===== src/rtl/sds_pkg.sv =====
package sds_pkg;
  typedef enum logic [1:0] {LN_IDLE, LN_SHIFT, LN_GAP} lane_st_e;

  function automatic int gap_floor(input int row_gap, input int frame_gap);
    return (frame_gap > 4 * row_gap) ? frame_gap : 4 * row_gap;
  endfunction
endpackage


===== src/rtl/sds_bitclk.sv =====
module sds_bitclk #(
  parameter int BIT_CYC = 2
) (
  input  logic clk,
  input  logic rst_n,
  output logic tick,
  output logic bclk
);
  localparam int PH_W = (BIT_CYC > 2) ? $clog2(BIT_CYC) : 1;
  localparam int HALF = BIT_CYC / 2;

  logic [PH_W-1:0] phase;

  always_ff @(posedge clk) begin
    if (!rst_n) phase <= '0;
    else if (tick) phase <= '0;
    else phase <= phase + PH_W'(1);
  end

  assign tick = (phase == PH_W'(BIT_CYC - 1));
  assign bclk = (phase >= PH_W'(HALF));
endmodule


===== src/rtl/sds_ramp.sv =====
module sds_ramp #(
  parameter int PIX_W   = 14,
  parameter int TP_COLS = 8,
  parameter int TP_ROWS = 4
) (
  input  logic             clk,
  input  logic             rst_n,
  input  logic             adv,
  output logic [PIX_W-1:0] pix,
  output logic             row_last,
  output logic             frame_last
);
  localparam int CW = (TP_COLS > 1) ? $clog2(TP_COLS) : 1;
  localparam int RW = (TP_ROWS > 1) ? $clog2(TP_ROWS) : 1;

  logic [CW-1:0] col;
  logic [RW-1:0] row;

  assign row_last   = (col == CW'(TP_COLS - 1));
  assign frame_last = row_last && (row == RW'(TP_ROWS - 1));
  assign pix        = PIX_W'(row) + PIX_W'(col);

  always_ff @(posedge clk) begin
    if (!rst_n) begin
      col <= '0;
      row <= '0;
    end else if (adv) begin
      if (row_last) begin
        col <= '0;
        row <= frame_last ? '0 : row + RW'(1);
      end else begin
        col <= col + CW'(1);
      end
    end
  end
endmodule


===== src/rtl/sds_piso.sv =====
module sds_piso #(
  parameter int PIX_W = 14
) (
  input  logic             clk,
  input  logic             rst_n,
  input  logic             load,
  input  logic [PIX_W-1:0] word,
  input  logic             adv,
  output logic             msb,
  output logic             last
);
  localparam int IW = $clog2(PIX_W);

  logic [PIX_W-1:0] sreg;
  logic [IW-1:0]    idx;

  always_ff @(posedge clk) begin
    if (!rst_n) begin
      sreg <= '0;
      idx  <= '0;
    end else if (load) begin
      sreg <= word;
      idx  <= '0;
    end else if (adv) begin
      sreg <= {sreg[PIX_W-2:0], 1'b0};
      idx  <= idx + IW'(1);
    end
  end

  assign msb  = sreg[PIX_W-1];
  assign last = (idx == IW'(PIX_W - 1));


  no_shift_past_end_chk: assert property (@(posedge clk) disable iff (!rst_n)
    adv |-> !last);
endmodule


===== src/rtl/sds_lane.sv =====
module sds_lane
  import sds_pkg::*;
#(
  parameter int PIX_W     = 14,
  parameter int ROW_GAP   = 4,
  parameter int FRAME_GAP = 16,
  parameter int TP_COLS   = 8,
  parameter int TP_ROWS   = 4
) (
  input  logic               clk,
  input  logic               rst_n,
  input  logic               tick,
  input  logic [1:0]         act,
  input  logic               tp,
  input  logic [1:0]         cv,
  input  logic [2*PIX_W-1:0] cd,
  input  logic [1:0]         crl,
  input  logic [1:0]         cfl,
  output logic [1:0]         crdy,
  output logic               sd,
  output logic               en
);
  localparam int GW = $clog2(FRAME_GAP + 1);
  localparam int IW = $clog2(PIX_W);
  localparam int LW = $clog2(ROW_GAP + 1);

  lane_st_e         st;
  logic [GW-1:0]    gap_cnt;
  logic             turn, in_frame, m_tp;
  logic [1:0]       m_act;
  logic             cur_row_end, cur_frame_end;

  logic             eff_tp, both, sel, slot, cam_on, has, take, term;
  logic [1:0]       eff_act;
  logic [PIX_W-1:0] word, tp_pix;
  logic             w_re, w_fe, tp_rl, tp_fl, last_bit, msb, adv;

  always_comb begin
    eff_tp  = in_frame ? m_tp : tp;
    eff_act = in_frame ? m_act : act;
    both    = (eff_act == 2'b11);
    sel     = both ? turn : eff_act[1];
    term    = !both || sel;
    slot    = tick && ((st == LN_IDLE) ||
                       (st == LN_SHIFT && last_bit && !cur_row_end) ||
                       (st == LN_GAP && gap_cnt == GW'(1)));
    cam_on  = !eff_tp && (eff_act != 2'b00);
    has     = eff_tp || (cam_on && cv[sel]);
    take    = slot && has;
    crdy    = (slot && cam_on) ? (sel ? 2'b10 : 2'b01) : 2'b00;
    word    = eff_tp ? tp_pix : (sel ? cd[2*PIX_W-1:PIX_W] : cd[PIX_W-1:0]);
    w_fe    = eff_tp ? tp_fl : (cfl[sel] && term);
    w_re    = (eff_tp ? tp_rl : (crl[sel] && term)) || w_fe;
    adv     = tick && (st == LN_SHIFT) && !last_bit;
  end

  sds_ramp #(.PIX_W(PIX_W), .TP_COLS(TP_COLS), .TP_ROWS(TP_ROWS)) u_ramp (
    .clk(clk), .rst_n(rst_n), .adv(take && eff_tp),
    .pix(tp_pix), .row_last(tp_rl), .frame_last(tp_fl));

  sds_piso #(.PIX_W(PIX_W)) u_piso (
    .clk(clk), .rst_n(rst_n), .load(take), .word(word), .adv(adv),
    .msb(msb), .last(last_bit));

  always_ff @(posedge clk) begin
    if (!rst_n) begin
      st            <= LN_IDLE;
      gap_cnt       <= '0;
      turn          <= 1'b0;
      in_frame      <= 1'b0;
      m_tp          <= 1'b0;
      m_act         <= 2'b00;
      cur_row_end   <= 1'b0;
      cur_frame_end <= 1'b0;
    end else if (tick) begin
      if (take) begin
        st            <= LN_SHIFT;
        cur_row_end   <= w_re;
        cur_frame_end <= w_fe;
        in_frame      <= 1'b1;
        m_tp          <= eff_tp;
        m_act         <= eff_act;
        turn          <= both ? ~sel : 1'b0;
      end else begin
        unique case (st)
          LN_IDLE: st <= LN_IDLE;
          LN_SHIFT: begin
            if (last_bit) begin
              if (cur_row_end) begin
                st      <= LN_GAP;
                gap_cnt <= cur_frame_end ? GW'(FRAME_GAP) : GW'(ROW_GAP);
                if (cur_frame_end) in_frame <= 1'b0;
              end else begin
                st <= LN_IDLE;
              end
            end
          end
          LN_GAP: begin
            if (gap_cnt == GW'(1)) st <= LN_IDLE;
            else gap_cnt <= gap_cnt - GW'(1);
          end
          default: st <= LN_IDLE;
        endcase
      end
    end
  end

  assign en = (st == LN_SHIFT);
  assign sd = en && msb;

  // checker state for burst length and gap length
  logic [IW-1:0] bmod;
  logic [LW-1:0] lowrun;
  logic          en_q, armed;

  always_ff @(posedge clk) begin
    if (!rst_n) begin
      bmod   <= '0;
      lowrun <= '0;
      en_q   <= 1'b0;
      armed  <= 1'b0;
    end else begin
      en_q <= en;
      if (!en) bmod <= '0;
      else if (tick) bmod <= (bmod == IW'(PIX_W - 1)) ? '0 : bmod + IW'(1);
      if (en) lowrun <= '0;
      else if (tick && lowrun < LW'(ROW_GAP)) lowrun <= lowrun + LW'(1);
      if (en_q && !en) armed <= cur_row_end;
    end
  end


  stable_between_bits_chk: assert property (@(posedge clk) disable iff (!rst_n)
    !$past(tick) |-> ($stable(en) && $stable(sd)));

  one_ready_chk: assert property (@(posedge clk) disable iff (!rst_n)
    $onehot0(crdy));

  tp_blocks_cam_chk: assert property (@(posedge clk) disable iff (!rst_n)
    (in_frame && m_tp) |-> (crdy == 2'b00));

  whole_words_chk: assert property (@(posedge clk) disable iff (!rst_n)
    $fell(en) |-> (bmod == '0));

  row_gap_min_chk: assert property (@(posedge clk) disable iff (!rst_n)
    ($rose(en) && armed) |-> (lowrun >= LW'(ROW_GAP)));
endmodule


===== src/rtl/sci_link_serializer.sv =====
module sci_link_serializer #(
  parameter int PIX_W     = 14,
  parameter int BIT_CYC   = 2,
  parameter int ROW_GAP   = 4,
  parameter int FRAME_GAP = 16,
  parameter int TP_COLS   = 8,
  parameter int TP_ROWS   = 4
) (
  input  logic               clk,
  input  logic               rst_n,
  input  logic [1:0]         cam_act,
  input  logic               tp_mode,
  input  logic [3:0]         src_valid,
  output logic [3:0]         src_ready,
  input  logic [4*PIX_W-1:0] src_data,
  input  logic [3:0]         src_row_last,
  input  logic [3:0]         src_frame_last,
  output logic [1:0]         lnk_clk,
  output logic [1:0]         lnk_dat,
  output logic [1:0]         lnk_en
);
  localparam int LANES  = 2;
  localparam int FG_EFF = sds_pkg::gap_floor(ROW_GAP, FRAME_GAP);

  logic tick, bclk;

  sds_bitclk #(.BIT_CYC(BIT_CYC)) u_bitclk (
    .clk(clk), .rst_n(rst_n), .tick(tick), .bclk(bclk));

  for (genvar g = 0; g < LANES; g++) begin : g_lane
    sds_lane #(
      .PIX_W(PIX_W), .ROW_GAP(ROW_GAP), .FRAME_GAP(FG_EFF),
      .TP_COLS(TP_COLS), .TP_ROWS(TP_ROWS)
    ) u_lane (
      .clk(clk), .rst_n(rst_n), .tick(tick),
      .act(cam_act), .tp(tp_mode),
      .cv(src_valid[2*g +: 2]),
      .cd(src_data[2*g*PIX_W +: 2*PIX_W]),
      .crl(src_row_last[2*g +: 2]),
      .cfl(src_frame_last[2*g +: 2]),
      .crdy(src_ready[2*g +: 2]),
      .sd(lnk_dat[g]),
      .en(lnk_en[g]));
    assign lnk_clk[g] = bclk;
  end
endmodule


===== config.mk =====
export PLATFORM = sky130hd
export DESIGN_NAME = sci_link_serializer
export DESIGN_NICKNAME = d
export VERILOG_FILES = /design/src/rtl/sds_pkg.sv /design/src/rtl/sds_bitclk.sv /design/src/rtl/sds_ramp.sv /design/src/rtl/sds_piso.sv /design/src/rtl/sds_lane.sv /design/src/rtl/sci_link_serializer.sv
export SDC_FILE = /design/constraint.sdc
export NUM_CORES = 1
export LEC_CHECK = 0
export ABC_AREA = 0
export BUFFER_PORTS_ARGS = -buffer_cell sky130_fd_sc_hd__buf_2
export CORE_MARGIN = 5
export CORE_UTILIZATION = 55
export DETAILED_ROUTE_END_ITERATION = 8
export PLACE_DENSITY = 0.78
export SYNTH_ARGS = -nofsm -noshare
export SYNTH_HDL_FRONTEND = slang
export SYNTH_HIERARCHICAL = 1
export SYNTH_SLANG_ARGS = --single-unit

===== constraint.sdc =====
create_clock -name clk -period 3.22 [get_ports clk]
set_clock_uncertainty 0.2 [all_clocks]
set_input_delay 0.322 -clock clk [delete_from_list [all_inputs] [get_ports clk]]
set_output_delay 0.322 -clock clk [all_outputs]
set_load 0.01 [all_outputs]

==> metrics.csv <==
stage,metric,value,unit
synth,yosysTopAreaCellShare,28.43,%
setup_path,reg2reg_depth,9,
route,wl,11120,um
synth,synth_cell_types,60,
sta,worst_pin_slew,0.7847,ns
setup_path,critPathMaxFanout,6,
sta,finalWorstPathRequiredPeriod,2.711,ns
synth,yosysSeqAreaShare,28.43,%
outcome,status,finished clean,
clocking,clock-sinks,75,
route,first_iter_violations,176,
global_routing,grt_max_degree,47,
sta,post-route-period-util,84.20,%
job,cap_violations,0,
clocking,cts_tree,built,
global_routing,grt_pass1_wl,18930,um
sta,finalHoldViolCount,0,
global_routing,grt_overflow,0,
placement,gp_congestion,0.8078,
route,route.top_layer_used,met4,
synth,synth_edf_count,0,
clocking,clkLatencyLatePin,0.35,ns
route,avgViaCountPerCell,5.402,
setup_path,cp_num_cells,8,
setup_path,crit_path_start_kind,flip-flop,
pwr,power.density,400.4,nW/um2
clocking,holdBufCountCts,0,
die,die_width,108.0,um
setup_path,cp-end-kind,output port,
setup_path,worstPathArrival,2.19,ns
die,die-area,11660,um2
clocking,clk_pin_slew_worst_paths,0.08,ns
min_path,hold_depth,3,
pwr,p_leak,0.002774,uW
route,met2_length,5477,um
clocking,htreeDepth,3,
synth,syn-cell-area,5281,um2
setup_path,critical_path_class,flip-flop to output port,
sta,relSlewSlack,47.69,%
route,wl_per_cell,14.15,um
clocking,cts_inserted_buffers,9,
route,wl_met3,513,um
setup_path,path_cells,inv_1 > ha_1 > and3_1 > and4b_1 > a221oi_2 > nand3b_1 > nor2_1 > buf_2,
die,initial_core_util,56.89,%
synth,synth_warnings,6,
sta,setup_viol,0,
synth,synth_area_leaders,"dfxtp_1, mux2i_1, ha_1",
synth,async_reset_ff_share,0,%
route,vias,4246,
clocking,cts_buffer_depth,2,
clocking,post_cts_resized,0,
global_routing,grt_util_all_layers,19.75,%
die,die_h,108.0,um
setup_path,slowest_stage,dfxtp_1,
route,drc,0,
placement,portBuffers,82,
synth,ys_ff_latch,75,
synth,synth_most_common_cell,dfxtp_1,
synth,synth_common_cells,"dfxtp_1, mux2i_1, nor2_1",
synth,synthFlopType,dfxtp_1,
route,ant_nets,0,
sta,whs,0.08859,ns
route,drt-pass1-iter-count,5,
route,wl_met1,4983,um
layout,final_nets,753,
synth,synth_largest_area_cell,dfxtp_1,
sta,rsz0062_at_grt,false,
placement,dpl.hpwl,8269,um
layout,final_core_util,62.63,%
global_routing,grt_pass1_vias,4100,
setup_path,critPathMaxStageDelay,0.40,ns
layout,diodes,0,
layout,final_cell_area,5814,um2
sta,tns,0,ns
layout,syn_to_final_growth,10.09,%
setup_path,critPathTopFamily,simple AND/OR/NAND/NOR gates,
min_path,hold_class,input pin to flip-flop,
pwr,ir_drop,0.1942,mV
sta,fmax,0.3688,GHz
clocking,post_cts_buffers,0,
synth,netlist_instances,588,
global_routing,antenna_found_initial,0,
placement,place_area,5598,um2
setup_path,worstPathRequired,2.70,ns
clocking,clock-root-buffer,clkbuf_8,
sta,report.final.slew_viol_count,0,
layout,drive_gt1_share,24.81,%
die,io_pins,83,
die,rows,35,
die,coreArea,9284,um2
synth,syn_avg_cell_area,8.982,um2
setup_path,path_buf_inv,2,
state kept, by name, summed over array words and instances, names as in the netlist:
| name | count |
|---|---|
| g_lane.u_lane/gap_cnt | 10 |
| g_lane.u_lane/u_ramp/row | 4 |
| g_lane.u_lane/u_piso/idx | 8 |
| g_lane.u_lane/st | 4 |
| g_lane.u_lane/cur_row_end | 2 |
| g_lane.u_lane/cur_frame_end | 2 |
| g_lane.u_lane/u_ramp/col | 6 |
| u_bitclk/tick | 1 |
| g_lane.u_lane/u_piso/sreg | 28 |
| g_lane.u_lane/m_act | 4 |
| g_lane.u_lane/m_tp | 2 |
| g_lane.u_lane/turn | 2 |
| g_lane.u_lane/in_frame | 2 |
cells by family (layout without fill, tap and decap cells):
| family | count (synthesis) | count (layout) | synth area share, % |
|---|---|---|---|
| adder cells (fa/ha/maj) | 28 | 28 | 6.918 |
| buffers and inverters | 83 | 134 | 9.524 |
| AO/OA/AOI/OAI | 131 | 131 | 19.14 |
| flip-flops | 75 | 75 | 28.43 |
| other | 2 | 20 | 0.1422 |
| multiplexers | 75 | 75 | 15.02 |
| AND/OR/NAND/NOR | 190 | 190 | 20.16 |
| XOR/XNOR | 4 | 4 | 0.6633 |
power breakdown:
group / switching [uW] / internal, uW
sequential: 48.3 / 987
clock: 364 / 435
combinational: 249 / 244
layout by cell type, fill, tap and decap left out, types with 3 or more instances in the layout:
cell	n
or3b_1	4
o41ai_1	4
dfxtp_1	75
ha_1	26
and3_1	8
buf_2	82
mux2i_1	45
conb_1	20
o31ai_1	6
nor2b_1	15
a21oi_1	42
xnor2_1	4
o21ai_0	5
o211a_1	28
inv_1	24
a21boi_1	10
nand2_1	36
a31o_1	4
o21a_1	4
nand3_1	4
mux2_2	26
a22oi_1	4
nor2_1	46
nand3b_1	7
clkbuf_8	9
and2_1	9
clkinv_2	3
nand2b_1	32
buf_4	10
worst paths after layout:
kind	start	to	slack, ns
min	cam_act[0]	g_lane[1].u_lane/m_act[0]	0.09
min reg2reg	g_lane[0].u_lane/st[0]	g_lane[0].u_lane/st[0]	0.29
max reg2reg	g_lane[1].u_lane/u_piso/idx[1]	g_lane[1].u_lane/gap_cnt[2]	0.52
max	g_lane[0].u_lane/u_piso/idx[1]	src_ready[0]	0.51
layer usage:
layer	track usage, %	vias to the layer above
met5	0	-
li1	-	2153
met3	3.045	14
met2	34.19	96
met1	25.42	1983
met4	5.771	0
layout make-up:
type | instances | area, um2
Multi-Input combinational cell | 448 | 3352
Inverter | 26 | 97.59
Clock inverter | 7 | 92.59
Fill cell | 839 | 3470
Sequential cell | 75 | 1501
Tap cell | 129 | 161.4
Timing Repair Buffer | 92 | 485.5
Clock buffer | 9 | 123.9
stage by stage:
step	instances	worst slack, ns	power (uW)
after floorplan	606	0.7661	1449
after global placement	770	0.6579	1527
after detailed placement	770	0.5569	1548
after CTS	786	0.5144	2341
after global routing	786	0.3416	2454
final	786	0.5088	2328
tightest hold or removal path, stage by stage:
cell and delay (ns):
buf_2 0.15, nand2_1 0.07, o31ai_1 0.05
(Power assumes the default switching activity.)
